--- src/rtl/flash_cmd_decoder.sv ---
module flash_cmd_decoder #(
  parameter int ADDR_W = 23,
  parameter int DATA_W = 16
) (
  input  logic              clk,
  input  logic              rst_n,
  input  logic              wr_valid,
  input  logic [ADDR_W-1:0] wr_addr,
  input  logic [DATA_W-1:0] wr_data,
  input  logic              erase_busy,
  output logic              op_valid,
  output logic [3:0]        op_kind,
  output logic [ADDR_W-1:0] op_addr,
  output logic [DATA_W-1:0] op_data,
  output logic [1:0]        mode
);
  localparam int CFG_LO   = 12;
  localparam int CFG_W    = 6;
  localparam int LOCK_BIT = 6;

  localparam logic [1:0] M_READ = 2'd0, M_AUTO = 2'd1, M_BYP = 2'd2, M_SUSP = 2'd3;
  localparam logic [3:0] K_NONE = 4'd0, K_PROG = 4'd1, K_CHIP = 4'd2, K_SECT = 4'd3,
                         K_SUSP = 4'd4, K_RES = 4'd5, K_LOCK = 4'd6, K_CFG = 4'd7,
                         K_ID = 4'd8, K_QRY = 4'd9, K_RST = 4'd10;

  typedef enum logic [3:0] {
    S_IDLE, S_U1, S_U2, S_E3, S_E4, S_E5, S_L1, S_L2, S_PGM, S_BX
  } seq_t;

  seq_t seq, seq_n;
  logic [1:0] mode_n;
  logic susp, susp_n;
  logic [3:0] kind;
  logic [DATA_W-1:0] dsel;
  logic [7:0] cd;
  logic at555, at2aa, at055, rd;

  assign cd    = wr_data[7:0];
  assign at555 = wr_addr[11:0] == 12'h555;
  assign at2aa = wr_addr[11:0] == 12'h2AA;
  assign at055 = wr_addr[11:0] == 12'h055;
  assign rd    = mode == M_READ;

  always_comb begin
    seq_n  = wr_valid ? S_IDLE : seq;
    mode_n = mode;
    susp_n = susp;
    kind   = K_NONE;
    dsel   = {{(DATA_W-8){1'b0}}, cd};
    if (wr_valid) begin
      case (seq)
        S_IDLE: begin
          if (mode == M_BYP) begin
            if (cd == 8'hA0) seq_n = S_PGM;
            else if (cd == 8'h90) seq_n = S_BX;
          end else if (cd == 8'hAA && at555) begin
            seq_n = S_U1;
          end else if (cd == 8'hF0) begin
            kind   = K_RST;
            mode_n = susp ? M_SUSP : M_READ;
          end else if (cd == 8'hB0 && rd && erase_busy) begin
            kind   = K_SUSP;
            mode_n = M_SUSP;
            susp_n = 1'b1;
          end else if (cd == 8'h30 && mode == M_SUSP) begin
            kind   = K_RES;
            mode_n = M_READ;
            susp_n = 1'b0;
          end else if (cd == 8'h98 && at055 && (rd || mode == M_AUTO)) begin
            kind = K_QRY;
          end else if (cd == 8'h60 && rd) begin
            seq_n = S_L1;
          end
        end
        S_U1: if (cd == 8'h55 && at2aa) seq_n = S_U2;
        S_U2: if (at555) begin
          case (cd)
            8'h90: begin kind = K_ID; mode_n = M_AUTO; end
            8'hA0: seq_n = S_PGM;
            8'h80: if (rd) seq_n = S_E3;
            8'h20: if (rd) mode_n = M_BYP;
            8'hC0: if (rd) begin
              kind = K_CFG;
              dsel = {{(DATA_W-CFG_W){1'b0}}, wr_addr[CFG_LO+CFG_W-1:CFG_LO]};
            end
            default: ;
          endcase
        end
        S_E3: if (cd == 8'hAA && at555) seq_n = S_E4;
        S_E4: if (cd == 8'h55 && at2aa) seq_n = S_E5;
        S_E5: begin
          if (cd == 8'h10 && at555) kind = K_CHIP;
          else if (cd == 8'h30) kind = K_SECT;
        end
        S_L1: if (cd == 8'h60) seq_n = S_L2;
        S_L2: if (cd == 8'h60) begin
          kind = K_LOCK;
          dsel = {{(DATA_W-1){1'b0}}, wr_addr[LOCK_BIT]};
        end
        S_PGM: begin
          kind = K_PROG;
          dsel = wr_data;
        end
        S_BX: if (cd == 8'h00) begin
          kind   = K_RST;
          mode_n = M_READ;
        end
        default: seq_n = S_IDLE;
      endcase
    end
  end

  always_ff @(posedge clk) begin
    if (!rst_n) begin
      seq      <= S_IDLE;
      mode     <= M_READ;
      susp     <= 1'b0;
      op_valid <= 1'b0;
      op_kind  <= K_NONE;
      op_addr  <= '0;
      op_data  <= '0;
    end else begin
      seq      <= seq_n;
      mode     <= mode_n;
      susp     <= susp_n;
      op_valid <= kind != K_NONE;
      if (kind != K_NONE) begin
        op_kind <= kind;
        op_addr <= wr_addr;
        op_data <= dsel;
      end
    end
  end
endmodule

--- config.mk ---
export PLATFORM = sky130hd
export DESIGN_NAME = flash_cmd_decoder
export DESIGN_NICKNAME = d
export VERILOG_FILES = /design/src/rtl/flash_cmd_decoder.sv
export SDC_FILE = /design/constraint.sdc
export NUM_CORES = 1
export LEC_CHECK = 0
export BUFFER_PORTS_ARGS = -buffer_cell sky130_fd_sc_hd__buf_2
export CAP_MARGIN = 20
export CORE_UTILIZATION = 45
export CTS_BUF_LIST = sky130_fd_sc_hd__clkbuf_16
export CTS_CLUSTER_SIZE = 28
export DETAILED_ROUTE_END_ITERATION = 12
export PLACE_DENSITY = 0.7
export REMOVE_ABC_BUFFERS = 1
export SLEW_MARGIN = 20
export SYNTH_ARGS = -nofsm -noshare
export SYNTH_HDL_FRONTEND = slang
export SYNTH_SLANG_ARGS = --single-unit
--- constraint.sdc ---
create_clock -name clk -period 3.4 [get_ports clk]
set_input_delay 1.02 -clock clk [delete_from_list [all_inputs] [get_ports clk]]
set_output_delay 1.02 -clock clk [all_outputs]
set_load 0.02 [all_outputs]
After elaboration in Yosys (flattened, before gate mapping):

Index checks and enable logic that the tools add are counted.

* eq/ne operators: 35
* multiplexer cells: 53
* bitwise operators: 3
* reductions and logical operators: 19

Operators by type and width (count)
* $mux 4: 26
* $eq 8x8->1 const B: 8
* $pmux 16 s3: 1
* $mux 8: 4
* $pmux 4 s7: 1
* $pmux 4 s6: 1
* $mux 2: 11
* $eq 4x3->1 const B: 4
* $eq 8x6->1 const B: 2
* $eq 8x7->1 const B: 2
* $mux 16: 1
* $pmux 4 s2: 2
* $eq 12x10->1 const B: 1
* $eq 12x11->1 const B: 1
* $eq 12x7->1 const B: 1
* $logic_and 1x1->1: 9
* $reduce_and 9->1: 1
* $eq 4x2->1 const B: 2
* $eq 4x4->1 const B: 2
* $eq 8x5->1 const B: 1
* $logic_not 8->1: 1
* $ne 2x2->1 const B: 4
* $mux 3: 2
* $pmux 2 s3: 1
* other kinds (17): 21

* bits in registers: 51
* output and inout port bits: 46

Longest topological paths before layout:

* word-level depth: 12
* mapped depth: 10
* mapped depth without buffers: 6

Worst setup path after synthesis:

OpenSTA, ideal clock, no wires.

* kind: input -> register
* start point: input port wr_data[5]
* end point: register op_data[10]
* setup time: 117 ps
* arrival: 2708 ps
* slack: 575 ps
* cell stages on the path: 9
* buffers on the path: 3
* path through: clkbuf_2 or4b_1 nor3_2 a21oi_1 o2bb2ai_2 and4bb_1 buf_6 buf_6 a32o_1

* longest elaborated chain between the ends: 12

Ends and longest elaborated chain
* start: declaration: line 9 `input logic [DATA_W-1:0] wr_data,`
* $eq 8x8->1: line 69 `end else if (cd == 8'h98 && at055 && (rd || mode == M_AUTO)) begin`
* $logic_and 1x1->1 (2 in a row): line 69
* $mux 4: line 69
* $mux 4: line 65 `end else if (cd == 8'h30 && mode == M_SUSP) begin`
* $mux 4: line 61 `end else if (cd == 8'hB0 && rd && erase_busy) begin`
* $mux 4: line 58 `end else if (cd == 8'hF0) begin`
* $mux 4: line 56 `end else if (cd == 8'hAA && at555) begin`
* $mux 4: line 53 `if (mode == M_BYP) begin`
* $pmux 4 s6 (*): line 51 `case (seq)`
* $mux 4 (*): line 50 `if (wr_valid) begin`
* $reduce_bool 4->1 (*): line 127 `if (kind != K_NONE) begin`
* end signal: assignment: line 130 `op_data <= dsel;`
* end: declaration: line 14 `output logic [DATA_W-1:0] op_data,`

Every way passes the cells marked *; elsewhere a longest branch is shown, timed or not.
A chain may end at the register's enable or synchronous reset.

Worst setup path after layout:

* start point: input port wr_data[0]
* end point: register op_addr[19]

* longest elaborated chain between the ends: 12

Ends and longest elaborated chain
* $eq 8x8->1: line 69
* $logic_and 1x1->1 (2 in a row): line 69
* $mux 4: line 69
* $mux 4: line 65
* $mux 4: line 61
* $mux 4: line 58
* $mux 4: line 56
* $mux 4: line 53
* $pmux 4 s6 (*): line 51
* $mux 4 (*): line 50
* $reduce_bool 4->1 (*): line 127
* end signal: assignment: line 129 `op_addr <= wr_addr;`
* end: declaration: line 13 `output logic [ADDR_W-1:0] op_addr,`

Marks and branches as above.

==> flow_metrics.py <==
metrics = {
    "outcome": {
        "outcome": "complete, no violations",
    },
    "synthesis": {
        "yosysWarningCount": 0,
        "avgSynthCellArea_um2": 8.47,
        "synth_flop_cell": "dfxtp_1",
        "synth-seq-area-share_pct": 34.9,
        "synthCells": 345,
        "synth-async-reset-ratio_pct": 0,
        "netlist_area_mm2": 0.00292,
        "ys_ff_latch": 51,
        "synth_edf_count": 0,
        "ys_types": 62,
    },
    "route": {
        "drc": 0,
        "vias": 2873,
        "viasPerCell": 5.68,
        "dr.pass1.iters": 4,
        "ant_nets": 0,
        "drt-initial-drc-count": 127,
        "wl_per_cell_um": 15.2,
        "wirelength_mm": 7.69,
    },
    "pwr": {
        "pwr-share-clk_pct": 43.8,
        "p_sw_share_pct": 23.8,
        "p_leak_nw": 1.70,
        "switching_power_uw": 313,
        "vdd_drop_max_uv": 204,
        "sequentialPowerShare_pct": 46.3,
        "power_density_mw_per_mm2": 364,
        "power_mw": 1.31,
        "pwr-share-comb_pct": 9.9,
        "internal-power_mw": 1.00,
    },
    "global_route": {
        "grt_pass1_vias": 2516,
        "grt_max_degree": 59,
        "grt_pass1_wl_mm": 11.8,
        "antenna_found_initial": 0,
        "gr-usage-met2_pct": 37.5,
        "grt_busiest_layer": "met2",
        "grtUsageMet3_pct": 3.96,
        "grtUsageMet1_pct": 29.3,
        "track_usage_pct": 22.5,
        "grt_overflow_total": 0,
    },
    "min_path": {
        "min_path_cells": 2,
        "worstHoldPathType": "register to register",
        "hold-path-endpoint": "op_addr[5]",
        "worstHoldStart": "op_addr[5]",
    },
    "setup_path": {
        "required_ns": 3.61,
        "path_delay_family": "simple AND/OR/NAND/NOR gates",
        "cp_num_cells": 8,
        "slowest_delay_ns": 0.46,
        "path_cells": "buf_2 > nor4b_1 > and4_1 > a21oi_1 > a211oi_2 > and4bb_2 > buf_4 > mux2i_1",
        "cp.arrival_ns": 3.20,
        "regToRegSetupSlack_ns": 0.74,
        "start_kind": "primary input",
        "reg2reg_to": "op_addr[19]",
        "crit_path_top_delay_cell": "and4bb_2",
        "path_class": "primary input to register",
        "end_kind": "register",
        "r2r_cells": 8,
        "cp_max_fo": 13,
        "timing.critical_path.buf_inv": 2,
    },
    "sta": {
        "slew_headroom_pct": 58.9,
        "min_period_ns": 2.98,
        "holdWs_ns": 0.458,
        "final-setup-viol-count": 0,
        "slew_violations": 0,
        "max_clock_freq_ghz": 0.335,
        "clock_skew_ns": 0.00618,
        "worst_slew_pin_slew_ns": 0.615,
        "report.final.hold_viol_count": 0,
        "final.period_utilization_pct": 87.7,
        "fin_ws_ns": 0.417,
        "grt_setup_unrepaired": "no",
    },
    "cts": {
        "ctsHoldBuffers": 0,
        "cts-resized-gates": 0,
        "cts_setup_buffers": 0,
        "cts_root_buffer": "clkbuf_16",
        "cts_tree": "yes",
        "cts_buffer_depth": 2,
        "clk_pin_slew_worst_paths_ns": 0.07,
        "cts_buffers": 5,
        "clock-sinks": 51,
        "htree_levels": 2,
        "clk_latency_ns": 0.29,
    },
    "cells_and_area": {
        "multi_input_comb_area_mm2": 0.00173,
        "drive_gt1_share_pct": 29.9,
        "final_cell_mix": "buf_2 (88), nand2_1 (72), dfxtp_1 (51), mux2i_1 (33), nor2_1 (19)",
        "final_common_cell": "buf_2",
        "nFillCells": 560,
        "stdcell_count": 506,
        "diodes": 0,
        "seq_area_mm2": 0.00102,
        "layout.nets": 473,
        "area_delta_synth_final_pct": 23.4,
        "finish.utilization_pct": 59.2,
    },
    "placed_design": {
        "place_hpwl_mm": 5.80,
        "dp.cells": 498,
        "place_worst_setup_slack_ns": 0.132,
        "gp_congestion": 1.02,
        "port_buffers": 88,
    },
    "floorplanning": {
        "die_area_mm2": 0.00682,
        "die_h_um": 82.6,
        "num_rows": 28,
        "start_util_pct": 47.9,
        "core_mm2": 0.00610,
        "ioPinCount": 89,
        "die_w_um": 82.6,
    },
    "flow_run": {
        "maxCapViolations": 0,
    },
}
## worst max-delay path by stage
stage / from / to / slack (ns)
after floorplan: wr_addr[1] / op_addr[0] / -0.40
after global placement: wr_data[0] / op_addr[1] / 0.21
after detailed placement: wr_data[0] / op_addr[19] / 0.13
after CTS: wr_data[0] / op_addr[19] / 0.43
after global routing: wr_data[0] / op_addr[20] / 0.26
final: wr_data[0] / op_addr[19] / 0.42
## area by class of cell
class | instances | area share [%]
Timing Repair Buffer | 105 | 16.1
Clock inverter | 3 | 1.18
Sequential cell | 51 | 28.3
Tap cell | 75 | 2.60
Clock buffer | 5 | 3.47
Multi-Input combinational cell | 263 | 47.9
Inverter | 4 | 0.416
## worst min-delay path, stage by stage, from the launching register on
cell and delay [ns]:
dfxtp_1 0.31, nand2_1 0.05, mux2i_1 0.05
## kinds of logic after synthesis
group,share of synthesized area [%]
buffers and inverters,5.91
and+or+nand+nor,31.9
AOI/OAI and AO/OA,15.3
muxes,11.3
DFF,34.9
xor gates and xnor gates,0.600
## sequential cells by signal, summed over array words and instances (netlist names), named ones only
signal / flops
mode: 2
op_addr: 23
op_data: 16
op_kind: 4
op_valid: 1
susp: 1
## power by group through the flow
stage / clock network [mW] / registers, mW / logic, mW
after floorplan: 0 / 0.621 / 0.0527
after detailed placement: 0 / 0.621 / 0.130
after CTS: 0.584 / 0.608 / 0.130
after global placement: 0 / 0.621 / 0.129
after global routing: 0.611 / 0.608 / 0.144
final: 0.575 / 0.608 / 0.131
## routing by layer
metal / wire [µm] / vias to the layer above
met5: 0 / -
met4: 112 / 0
met3: 549 / 10
met2: 3570 / 113
met1: 3460 / 1313
li1: - / 1437
## through the flow
step                setup TNS [ns]  instance area, µm²
detailed placement               0                3440
global route                     0                3610
floorplan                   -15.86                2760
finish                           0                3610
global placement                 0                3440
CTS                              0                3610
## Yosys cell counts, drive strengths merged (6+ instances only)
library cell | count | area share, %
a32o | 8 | 2.7
mux2i | 33 | 11
nor2 | 19 | 2.4
nand2 | 72 | 9.3
nand4 | 10 | 2.1
dfxtp | 51 | 35
nand3 | 15 | 2.6
o21ai | 12 | 2.1
a21oi | 11 | 1.9
buf | 12 | 3.4
a31oi | 6 | 1.5
clkbuf | 15 | 2.0
Note: power is estimated with default switching activity, not from simulation.
